==> config.mk <==
export PLATFORM = sky130hd
export DESIGN_NAME = prefetch_queue
export DESIGN_NICKNAME = d
export VERILOG_FILES = /design/src/rtl/pq_pkg.sv /design/src/rtl/pq_ptr.sv /design/src/rtl/pq_fetch_ctl.sv /design/src/rtl/pq_byte_fifo.sv /design/src/rtl/prefetch_queue.sv
export SDC_FILE = /design/constraint.sdc
export NUM_CORES = 1
export LEC_CHECK = 0
export ABC_AREA = 1
export CAP_MARGIN = 15
export CORE_AREA = 2 2 112 114
export CTS_BUF_LIST = sky130_fd_sc_hd__clkbuf_16
export CTS_CLUSTER_DIAMETER = 30
export DETAILED_ROUTE_END_ITERATION = 7
export DIE_AREA = 0 0 114 116
export GPL_TIMING_DRIVEN = 0
export PLACE_DENSITY = 0.87
export SKIP_LAST_GASP = 1
export SYNTH_ARGS = -nofsm -noshare
export SYNTH_HDL_FRONTEND = slang
export SYNTH_SLANG_ARGS = --single-unit
==> constraint.sdc <==
create_clock -name clk -period 6.1 [get_ports clk]
set_input_delay 1.22 -clock clk [delete_from_list [all_inputs] [get_ports clk]]
set_output_delay 1.22 -clock clk [all_outputs]
set_load 0.02 [all_outputs]
==> src/rtl/pq_pkg.sv <==
`timescale 1ns/1ps
package pq_pkg;
   localparam int SEG_W = 16;
   localparam int OFF_W = 16;
   localparam int PA_W  = 20;
   localparam logic [SEG_W-1:0] BOOT_SEG = 16'hF000;
   localparam logic [OFF_W-1:0] BOOT_OFF = 16'hFFF0;

   // segment base (16-byte granules) plus offset, folded into 1 MB
   function automatic logic [PA_W-1:0] phys_of(input logic [SEG_W-1:0] seg,
                                               input logic [OFF_W-1:0] off);
      return {seg, 4'h0} + {4'h0, off};
   endfunction

   function automatic int depth_of(input int wide);
      return (wide != 0) ? 6 : 4;
   endfunction
endpackage

==> src/rtl/pq_ptr.sv <==
`timescale 1ns/1ps
module pq_ptr
   import pq_pkg::*;
(
   input  logic             clk,
   input  logic             rst_n,
   input  logic             load_i,
   input  logic [SEG_W-1:0] load_seg_i,
   input  logic [OFF_W-1:0] load_off_i,
   input  logic             adv_i,
   input  logic             adv_two_i,
   output logic [PA_W-1:0]  phys_o
);
   logic [SEG_W-1:0] seg_q;
   logic [OFF_W-1:0] off_q;

   always_ff @(posedge clk or negedge rst_n) begin
      if (!rst_n) begin
         seg_q <= BOOT_SEG;
         off_q <= BOOT_OFF;
      end else if (load_i) begin
         seg_q <= load_seg_i;
         off_q <= load_off_i;
      end else if (adv_i) begin
         off_q <= off_q + (adv_two_i ? OFF_W'(2) : OFF_W'(1));
      end
   end

   assign phys_o = phys_of(seg_q, off_q);
endmodule

==> src/rtl/pq_fetch_ctl.sv <==
`timescale 1ns/1ps
module pq_fetch_ctl
   import pq_pkg::*;
#(
   parameter int WIDE  = 1,
   parameter int DEPTH = 6,
   parameter int CNT_W = 3
)(
   input  logic             clk,
   input  logic             rst_n,
   input  logic             busy_i,
   input  logic             load_i,
   input  logic [PA_W-1:0]  phys_i,
   input  logic [CNT_W-1:0] fill_i,
   input  logic             ack_i,
   output logic             req_o,
   output logic [PA_W-1:0]  addr_o,
   output logic             two_o,
   output logic             take_o
);
   logic             pend_q, drop_q, two_q;
   logic [PA_W-1:0]  addr_q;
   logic             want_two, room, start;
   logic [CNT_W-1:0] free_w;

   generate
      if (WIDE != 0) begin : g_wide
         assign want_two = ~phys_i[0];
      end else begin : g_narrow
         assign want_two = 1'b0;
      end
   endgenerate

   assign free_w = CNT_W'(DEPTH) - fill_i;
   assign room   = want_two ? (free_w >= CNT_W'(2)) : (free_w != '0);
   assign start  = !pend_q && !busy_i && !load_i && room;

   always_ff @(posedge clk or negedge rst_n) begin
      if (!rst_n) begin
         pend_q <= 1'b0;
         drop_q <= 1'b0;
         two_q  <= 1'b0;
         addr_q <= '0;
      end else begin
         if (pend_q && ack_i) begin
            pend_q <= 1'b0;
            drop_q <= 1'b0;
         end else if (start) begin
            pend_q <= 1'b1;
            addr_q <= phys_i;
            two_q  <= want_two;
         end
         if (load_i && pend_q && !ack_i)
            drop_q <= 1'b1;
      end
   end

   assign req_o  = pend_q;
   assign addr_o = addr_q;
   assign two_o  = two_q;
   assign take_o = pend_q && ack_i && !drop_q && !load_i;
endmodule

==> src/rtl/pq_byte_fifo.sv <==
`timescale 1ns/1ps
module pq_byte_fifo #(
   parameter int DEPTH = 6,
   parameter int CNT_W = 3,
   parameter int PTR_W = 3
)(
   input  logic             clk,
   input  logic             rst_n,
   input  logic             flush_i,
   input  logic             push_i,
   input  logic             push_two_i,
   input  logic [7:0]       b0_i,
   input  logic [7:0]       b1_i,
   input  logic             pop_i,
   output logic             valid_o,
   output logic [7:0]       head_o,
   output logic [CNT_W-1:0] fill_o
);
   logic [7:0]       slot [DEPTH];
   logic [PTR_W-1:0] wr_q, rd_q;
   logic [CNT_W-1:0] fill_q;
   logic             pop_ok;

   function automatic logic [PTR_W-1:0] nxt(input logic [PTR_W-1:0] p);
      return (p == PTR_W'(DEPTH - 1)) ? '0 : p + PTR_W'(1);
   endfunction

   assign pop_ok = pop_i && (fill_q != '0);

   always_ff @(posedge clk) begin
      if (push_i && !flush_i) begin
         slot[wr_q] <= b0_i;
         if (push_two_i)
            slot[nxt(wr_q)] <= b1_i;
      end
   end

   always_ff @(posedge clk or negedge rst_n) begin
      if (!rst_n) begin
         wr_q   <= '0;
         rd_q   <= '0;
         fill_q <= '0;
      end else if (flush_i) begin
         wr_q   <= '0;
         rd_q   <= '0;
         fill_q <= '0;
      end else begin
         if (push_i)
            wr_q <= push_two_i ? nxt(nxt(wr_q)) : nxt(wr_q);
         if (pop_ok)
            rd_q <= nxt(rd_q);
         fill_q <= fill_q
                 + (push_i ? (push_two_i ? CNT_W'(2) : CNT_W'(1)) : CNT_W'(0))
                 - (pop_ok ? CNT_W'(1) : CNT_W'(0));
      end
   end

   assign valid_o = (fill_q != '0);
   assign head_o  = slot[rd_q];
   assign fill_o  = fill_q;
endmodule

==> src/rtl/prefetch_queue.sv <==
`timescale 1ns/1ps
module prefetch_queue
   import pq_pkg::*;
#(
   parameter int BUS_WIDE = 1
)(
   input  logic        clk,
   input  logic        rst_n,
   input  logic        bus_busy_i,
   input  logic        jump_i,
   input  logic [15:0] jump_seg_i,
   input  logic [15:0] jump_off_i,
   output logic        mem_req_o,
   output logic [19:0] mem_addr_o,
   output logic        mem_two_o,
   input  logic        mem_ack_i,
   input  logic [15:0] mem_rdata_i,
   input  logic        pop_i,
   output logic        pop_valid_o,
   output logic [7:0]  pop_byte_o
);
   localparam int DEPTH = depth_of(BUS_WIDE);
   localparam int CNT_W = $clog2(DEPTH + 1);
   localparam int PTR_W = $clog2(DEPTH);

   generate
      if (BUS_WIDE != 0 && BUS_WIDE != 1) begin : g_bad_param
         $error("prefetch_queue: BUS_WIDE must be 0 or 1");
      end
   endgenerate

   logic [PA_W-1:0]  phys_w;
   logic [CNT_W-1:0] q_fill;
   logic             take_w;
   logic [7:0]       lane0, lane1;

   pq_ptr u_ptr (
      .clk        (clk),
      .rst_n      (rst_n),
      .load_i     (jump_i),
      .load_seg_i (jump_seg_i),
      .load_off_i (jump_off_i),
      .adv_i      (take_w),
      .adv_two_i  (mem_two_o),
      .phys_o     (phys_w)
   );

   pq_fetch_ctl #(.WIDE(BUS_WIDE), .DEPTH(DEPTH), .CNT_W(CNT_W)) u_ctl (
      .clk    (clk),
      .rst_n  (rst_n),
      .busy_i (bus_busy_i),
      .load_i (jump_i),
      .phys_i (phys_w),
      .fill_i (q_fill),
      .ack_i  (mem_ack_i),
      .req_o  (mem_req_o),
      .addr_o (mem_addr_o),
      .two_o  (mem_two_o),
      .take_o (take_w)
   );

   generate
      if (BUS_WIDE != 0) begin : g_lanes_wide
         // single-byte fetches are always odd, so they ride the high lane
         assign lane0 = mem_two_o ? mem_rdata_i[7:0] : mem_rdata_i[15:8];
         assign lane1 = mem_rdata_i[15:8];
      end else begin : g_lanes_narrow
         assign lane0 = mem_rdata_i[7:0];
         assign lane1 = mem_rdata_i[15:8];
      end
   endgenerate

   pq_byte_fifo #(.DEPTH(DEPTH), .CNT_W(CNT_W), .PTR_W(PTR_W)) u_fifo (
      .clk        (clk),
      .rst_n      (rst_n),
      .flush_i    (jump_i),
      .push_i     (take_w),
      .push_two_i (mem_two_o),
      .b0_i       (lane0),
      .b1_i       (lane1),
      .pop_i      (pop_i),
      .valid_o    (pop_valid_o),
      .head_o     (pop_byte_o),
      .fill_o     (q_fill)
   );
endmodule

-- Yosys cells after proc, flatten, opt, wreduce, memory -nomap -nowiden
Memory sizes are Yosys's and may differ from the RTL's.
Cells that the tools add are included.
- mux-type cells: 26
- add/subtract/negate cells: 8
- equal/unequal tests: 3
- bitwise operators: 2
- $lt $le $gt $ge: 1
- reduce and logical (&&, ||, !) cells: 22
- operators with widths (cell ; number):
    $mux W16 ; 2
    $mux W3 ; 10
    $add A20 B16 Y20 ; 1
    $add A16 B16 Y16 ; 1
    $mux W1 ; 11
    $logic_and A1 B1 Y1 ; 10
    $add A3 B1 Y3 const B ; 3
    $eq A3 B3 Y1 const B ; 3
    $mux W8 ; 1
    $reduce_bool A2 Y1 ; 4
    $reduce_bool A3 Y1 ; 2
    $logic_not A1 Y1 ; 5
    $mux W2 ; 2
    $add A3 B3 Y3 ; 1
    $ge A3 B2 Y1 const B ; 1
    $sub A3 B3 Y3 ; 1
    $sub A3 B3 Y3 const A ; 1
    $not A1 Y1 ; 2
    $reduce_and A2 Y1 ; 1
- input port bits: 54
- RAM bits: 48
- bits in registers: 64
- memories: 1
- memory list (name ; words ; width ; rd ports ; clocked after memory_dff ; write ports ; line ; source):
    u_fifo.slot ; 6 ; 8 ; 1 ; 0 ; 2 ; pq_byte_fifo.sv:19 ; logic [7:0] slot [DEPTH];

-- Logic depth before layout (Yosys ltp)
Gate-level depths: netlist of the first run.
- depth in word-level cells: 7
- gate-level depth with buffers: 12
- depth with buffers taken out: 12

-- Hierarchy
Synthesis of the first run repeated with hierarchy kept, for this count alone.
- cell total of the unflattened synthesis: 885
- area, all modules: 7001.7 um^2
- by module, submodules not included (module ; area each (um^2) ; cells an instance ; instances):
    pq_byte_fifo ; 3344.5 ; 375 ; 1
    pq_ptr ; 2513.7 ; 370 ; 1
    pq_fetch_ctl ; 1038.5 ; 114 ; 1
    prefetch_queue ; 105.1 ; 26 ; 1

-- Worst setup path before layout of the first run
No wires, ideal clock.
- kind: in2reg
- start point: input jump_i
- end point: memory u_fifo.slot[4][0], enable pin
- data required time: 5.716 ns
- cell stages on the path: 7
- slack: 3.145 ns
- arrival: 2.571 ns
- library setup time: 0.384 ns
- cells stage by stage: clkbuf_1 > inv_2 > nand2_4 > inv_1 > buf_2 > nand3_1 > o21ai_0
- RTL lines (element ; line ; source):
    start, declared ; prefetch_queue.sv:10 ; input logic jump_i,
    end, declared ; pq_byte_fifo.sv:19 ;

-- Worst setup path after layout of the first run
- start point: register u_fifo.rd_q[0]
- end point: output pop_byte_o[4]
- word-level cells in the longest chain between the ends: 1
- ends and longest elaborated chain (element ; line ; source):
    start, declared ; pq_byte_fifo.sv:20 ; logic [PTR_W-1:0] wr_q, rd_q;
    start signal, assigned ; pq_byte_fifo.sv:51 ; rd_q <= nxt(rd_q);
    $mem_v2 Z6 W8 ; n/a ;
    end, declared ; prefetch_queue.sv:20 ; output logic [7:0] pop_byte_o
Every way passes these cells.

==> results of run 1 <==
registers in the layout (all words and copies together) (netlist names):
name           flops
u_fifo.slot       48
u_ctl.drop_q       1
u_fifo.wr_q        3
u_ptr.seg_q       16
u_ctl.addr_o      20
u_ctl.req_o        1
u_ptr.off_q       16
u_ctl.two_o        1
u_fifo.fill_o      3
u_fifo.rd_q        3
cell type report:
type	instances	share of cell area [%]
flip-flops and latches	112	39.4
multi-input cells	572	37.7
repair buffers	87	11.1
inverters	83	4.01
clock buffers	9	2.90
well taps	147	2.37
plain buffers	26	1.59
clock inverters	7	0.869
layout by cell type, fill, tap and decap left out, types with 10 or more instances in the layout:
cell type,instances
nand2_1,287
clkdlybuf4s50_1,82
inv_1,79
o21ai_0,63
dfrtp_1,48
edfxtp_1,48
nor2_1,40
nand3_1,31
a21oi_1,22
ha_1,20
clkbuf_1,18
o21ai_1,17
dfstp_2,16
o211ai_1,10
xor2_1,10
cell usage after synthesis, drive strengths merged (5+ instances only):
cell type / n / area [µm²]
nand2: 292 / 1120
o21ai: 88 / 470
inv: 81 / 304
dfrtp: 48 / 1200
edfxtp: 48 / 1440
nor2: 43 / 210
nand3: 32 / 173
a21oi: 22 / 110
ha: 20 / 250
clkbuf: 18 / 67.6
dfstp: 16 / 420
o211ai: 10 / 75.1
xor2: 10 / 87.6
nor3: 9 / 45.0
buf: 8 / 56.3
or2: 7 / 43.8
nand4: 6 / 50.0
a41oi: 5 / 43.8
xnor2: 5 / 43.8
worst paths after layout:
kind	slack, ns	start	depth (start not counted)	end
setup reg to reg	3.61	u_ctl.req_o	7	u_fifo.slot[5][6]
setup / recovery	2.02	u_fifo.rd_q[0]	7	pop_byte_o[4]
max in group asynchronous	4.60	rst_n	2	u_ptr.seg_q[13]
hold / removal	0.48	u_ptr.seg_q[7]	2	u_ptr.seg_q[7]
min in group asynchronous	0.83	rst_n	1	u_ctl.drop_q
hold reg to reg	0.48	u_ptr.seg_q[7]	2	u_ptr.seg_q[7]
cells by family after synthesis:
| kind of cell | Yosys count |
|---|---|
| AND/OR/NAND/NOR | 394 |
| AO/OA/AOI/OAI | 140 |
| flip-flops | 112 |
| buffers and inverters | 109 |
| adder cells (fa/ha/maj) | 23 |
| XOR/XNOR | 15 |
metal layers:
layer	wire length (µm)	GRT usage, %
met3	1380	4.60
met4	449	10.2
met5	0	0
met2	8190	44.7
met1	7110	35.1
worst max-delay path, cell delays in order, from the launching register on:
cell	delay (ns)
dfrtp_1	0.36
clkbuf_1	0.36
clkbuf_1	0.56
nor2_1	0.12
o31ai_1	0.30
nand2_1	0.08
o21ai_0	0.09
clkdlybuf4s50_1	0.63
power breakdown:
group	leakage, nW	switching, mW	internal, mW	total [mW]
clock	0.147	0.279	0.319	0.597
sequential	1.20	0.117	0.972	1.09
combinational	2.22	0.745	0.496	1.24
total	3.57	1.14	1.79	2.93
==> results.yml, run 1 <==
run_status:
  outcome: "completed"
worst_hold_path:
  hold_path.class: "reg -> reg"
worst_setup_path:
  cp-start-kind: "flop"
  worstSetupPathType: "reg -> out"
  endpoint_kind: "output port"
  crit_fanout: 10
  crit_arrival_ns: 2.86
  required_ns: 4.88
cells_and_area:
  areaGrowthSynthToFinish_pct: 20.8
  antennaDiodeCount: 0
  final_area_um2: 7770
  seqCellArea_um2: 3060
  final-instance-count-excl-fill: 1043
  final_util_pct: 65.2
  multiInputGateArea_um2: 2930
  nNetsFinal: 968
  drive_above_1_share_pct: 7.92
  nFillCells: 937
clock_network:
  root_buffer: "clkbuf_16"
  clkTransAtPathRegs_ns: 0.07
  postCtsHoldBufs: 0
  h-tree-depth: 3
  clock_latency_ns: 0.36
  cts_tree: "yes"
  cts_setup_buffers: 0
  cts_resized: 0
  clock-sinks: 112
  cts_buffers: 9
  ctsLongestPathBuffers: 2
timing:
  rsz0062_at_grt: "no"
  finalSetupTns_ns: 0
  hold_slack_ns: 0.479
  period_share_pct: 67.0
  max-slew-margin-rel_pct: 38.2
  fmax_mhz: 245
  skew_ns: 0.00760
  hold_viol: 0
  worstMarginPinSlew_ns: 0.923
  period_minus_slack_ns: 4.08
  slew_violations: 0
  finalSetupViolCount: 0
  setup_slack_ns: 2.02
power:
  max-vdd-ir-drop_mv: 0.202
  power_mw: 2.93
  p_leak_nw: 3.57
  power_density_nw_per_um2: 377
synth:
  synth_compound_area_share_pct: 12.6
  synth_warnings: 0
  syn-cell-area_um2: 6430
  synth_area_per_cell_um2: 8.11
  synth_fa_ha_area_share_pct: 4.82
  synth_seq_cells: 112
  async_reset_ff_share_pct: 57.1
  synth_cells: 793
  syn_nets: 870
  synth-simple-area-share_pct: 26.1
  synth_flop_cell: "edfxtp_1"
  synth_edf_count: 48
  synth_cell_type_count: 40
  synth-xor-area-share_pct: 2.04
  synthMuxAreaShare_pct: 0
  synth_top_family_by_area: "simple AND/OR/NAND/NOR gates"
  synth-seq-area-share_pct: 47.6
drt:
  drtPass1Iterations: 5
  wl_per_cell_um: 16.4
  drc: 0
  drtIter0Drc: 569
  vias_per_cell: 5.59
  wl_um: 17100
  drtAntennaViolNets: 0
  vias: 5828
floorplanning:
  die_area_um2: 13200
  die_w_um: 114
  design.core.area_um2: 11900
  rows: 40
  io_pins: 85
  die_h_um: 116
  start_util_pct: 54.0
flow_run:
  cap_violations: 0
place:
  place.gp.congestion: 0.920
  io_buffer_count: 83
  dp_hpwl_um: 12300
  placedCellCount: 1026
  dpl_worst_slack_ns: 2.19
  place_area_um2: 7470
global_route:
  grt_start_max_net_pins: 44
  grt_pass1_wl_um: 27000
  grt_pass1_vias: 5493
  overflow: 0
  grt_usage_pct: 26.7
  antenna_found_initial: 0
Note: power is estimated with default switching activity, not from simulation.
==> run 2, diff against run 1 <==
==> constraint.sdc (replaced) <==
create_clock -name clk -period 4.2 [get_ports clk]
set_input_delay 0.84 -clock clk [delete_from_list [all_inputs] [get_ports clk]]
set_output_delay 0.84 -clock clk [all_outputs]
set_load 0.02 [all_outputs]
==> results of run 2 <==
The final DEF is identical to that of run 1. Status: completed.
Among the figures that moved: setup slack after placement 2.19 ns -> 0.673 ns; setup slack after layout 2.02 ns -> 0.495 ns; hold slack 0.479 ns -> 0.448 ns; register-to-register setup slack 3.61 ns -> 1.71 ns; total power 2.93 mW -> 4.25 mW; worst IR drop on VDD 0.202 mV -> 0.294 mV
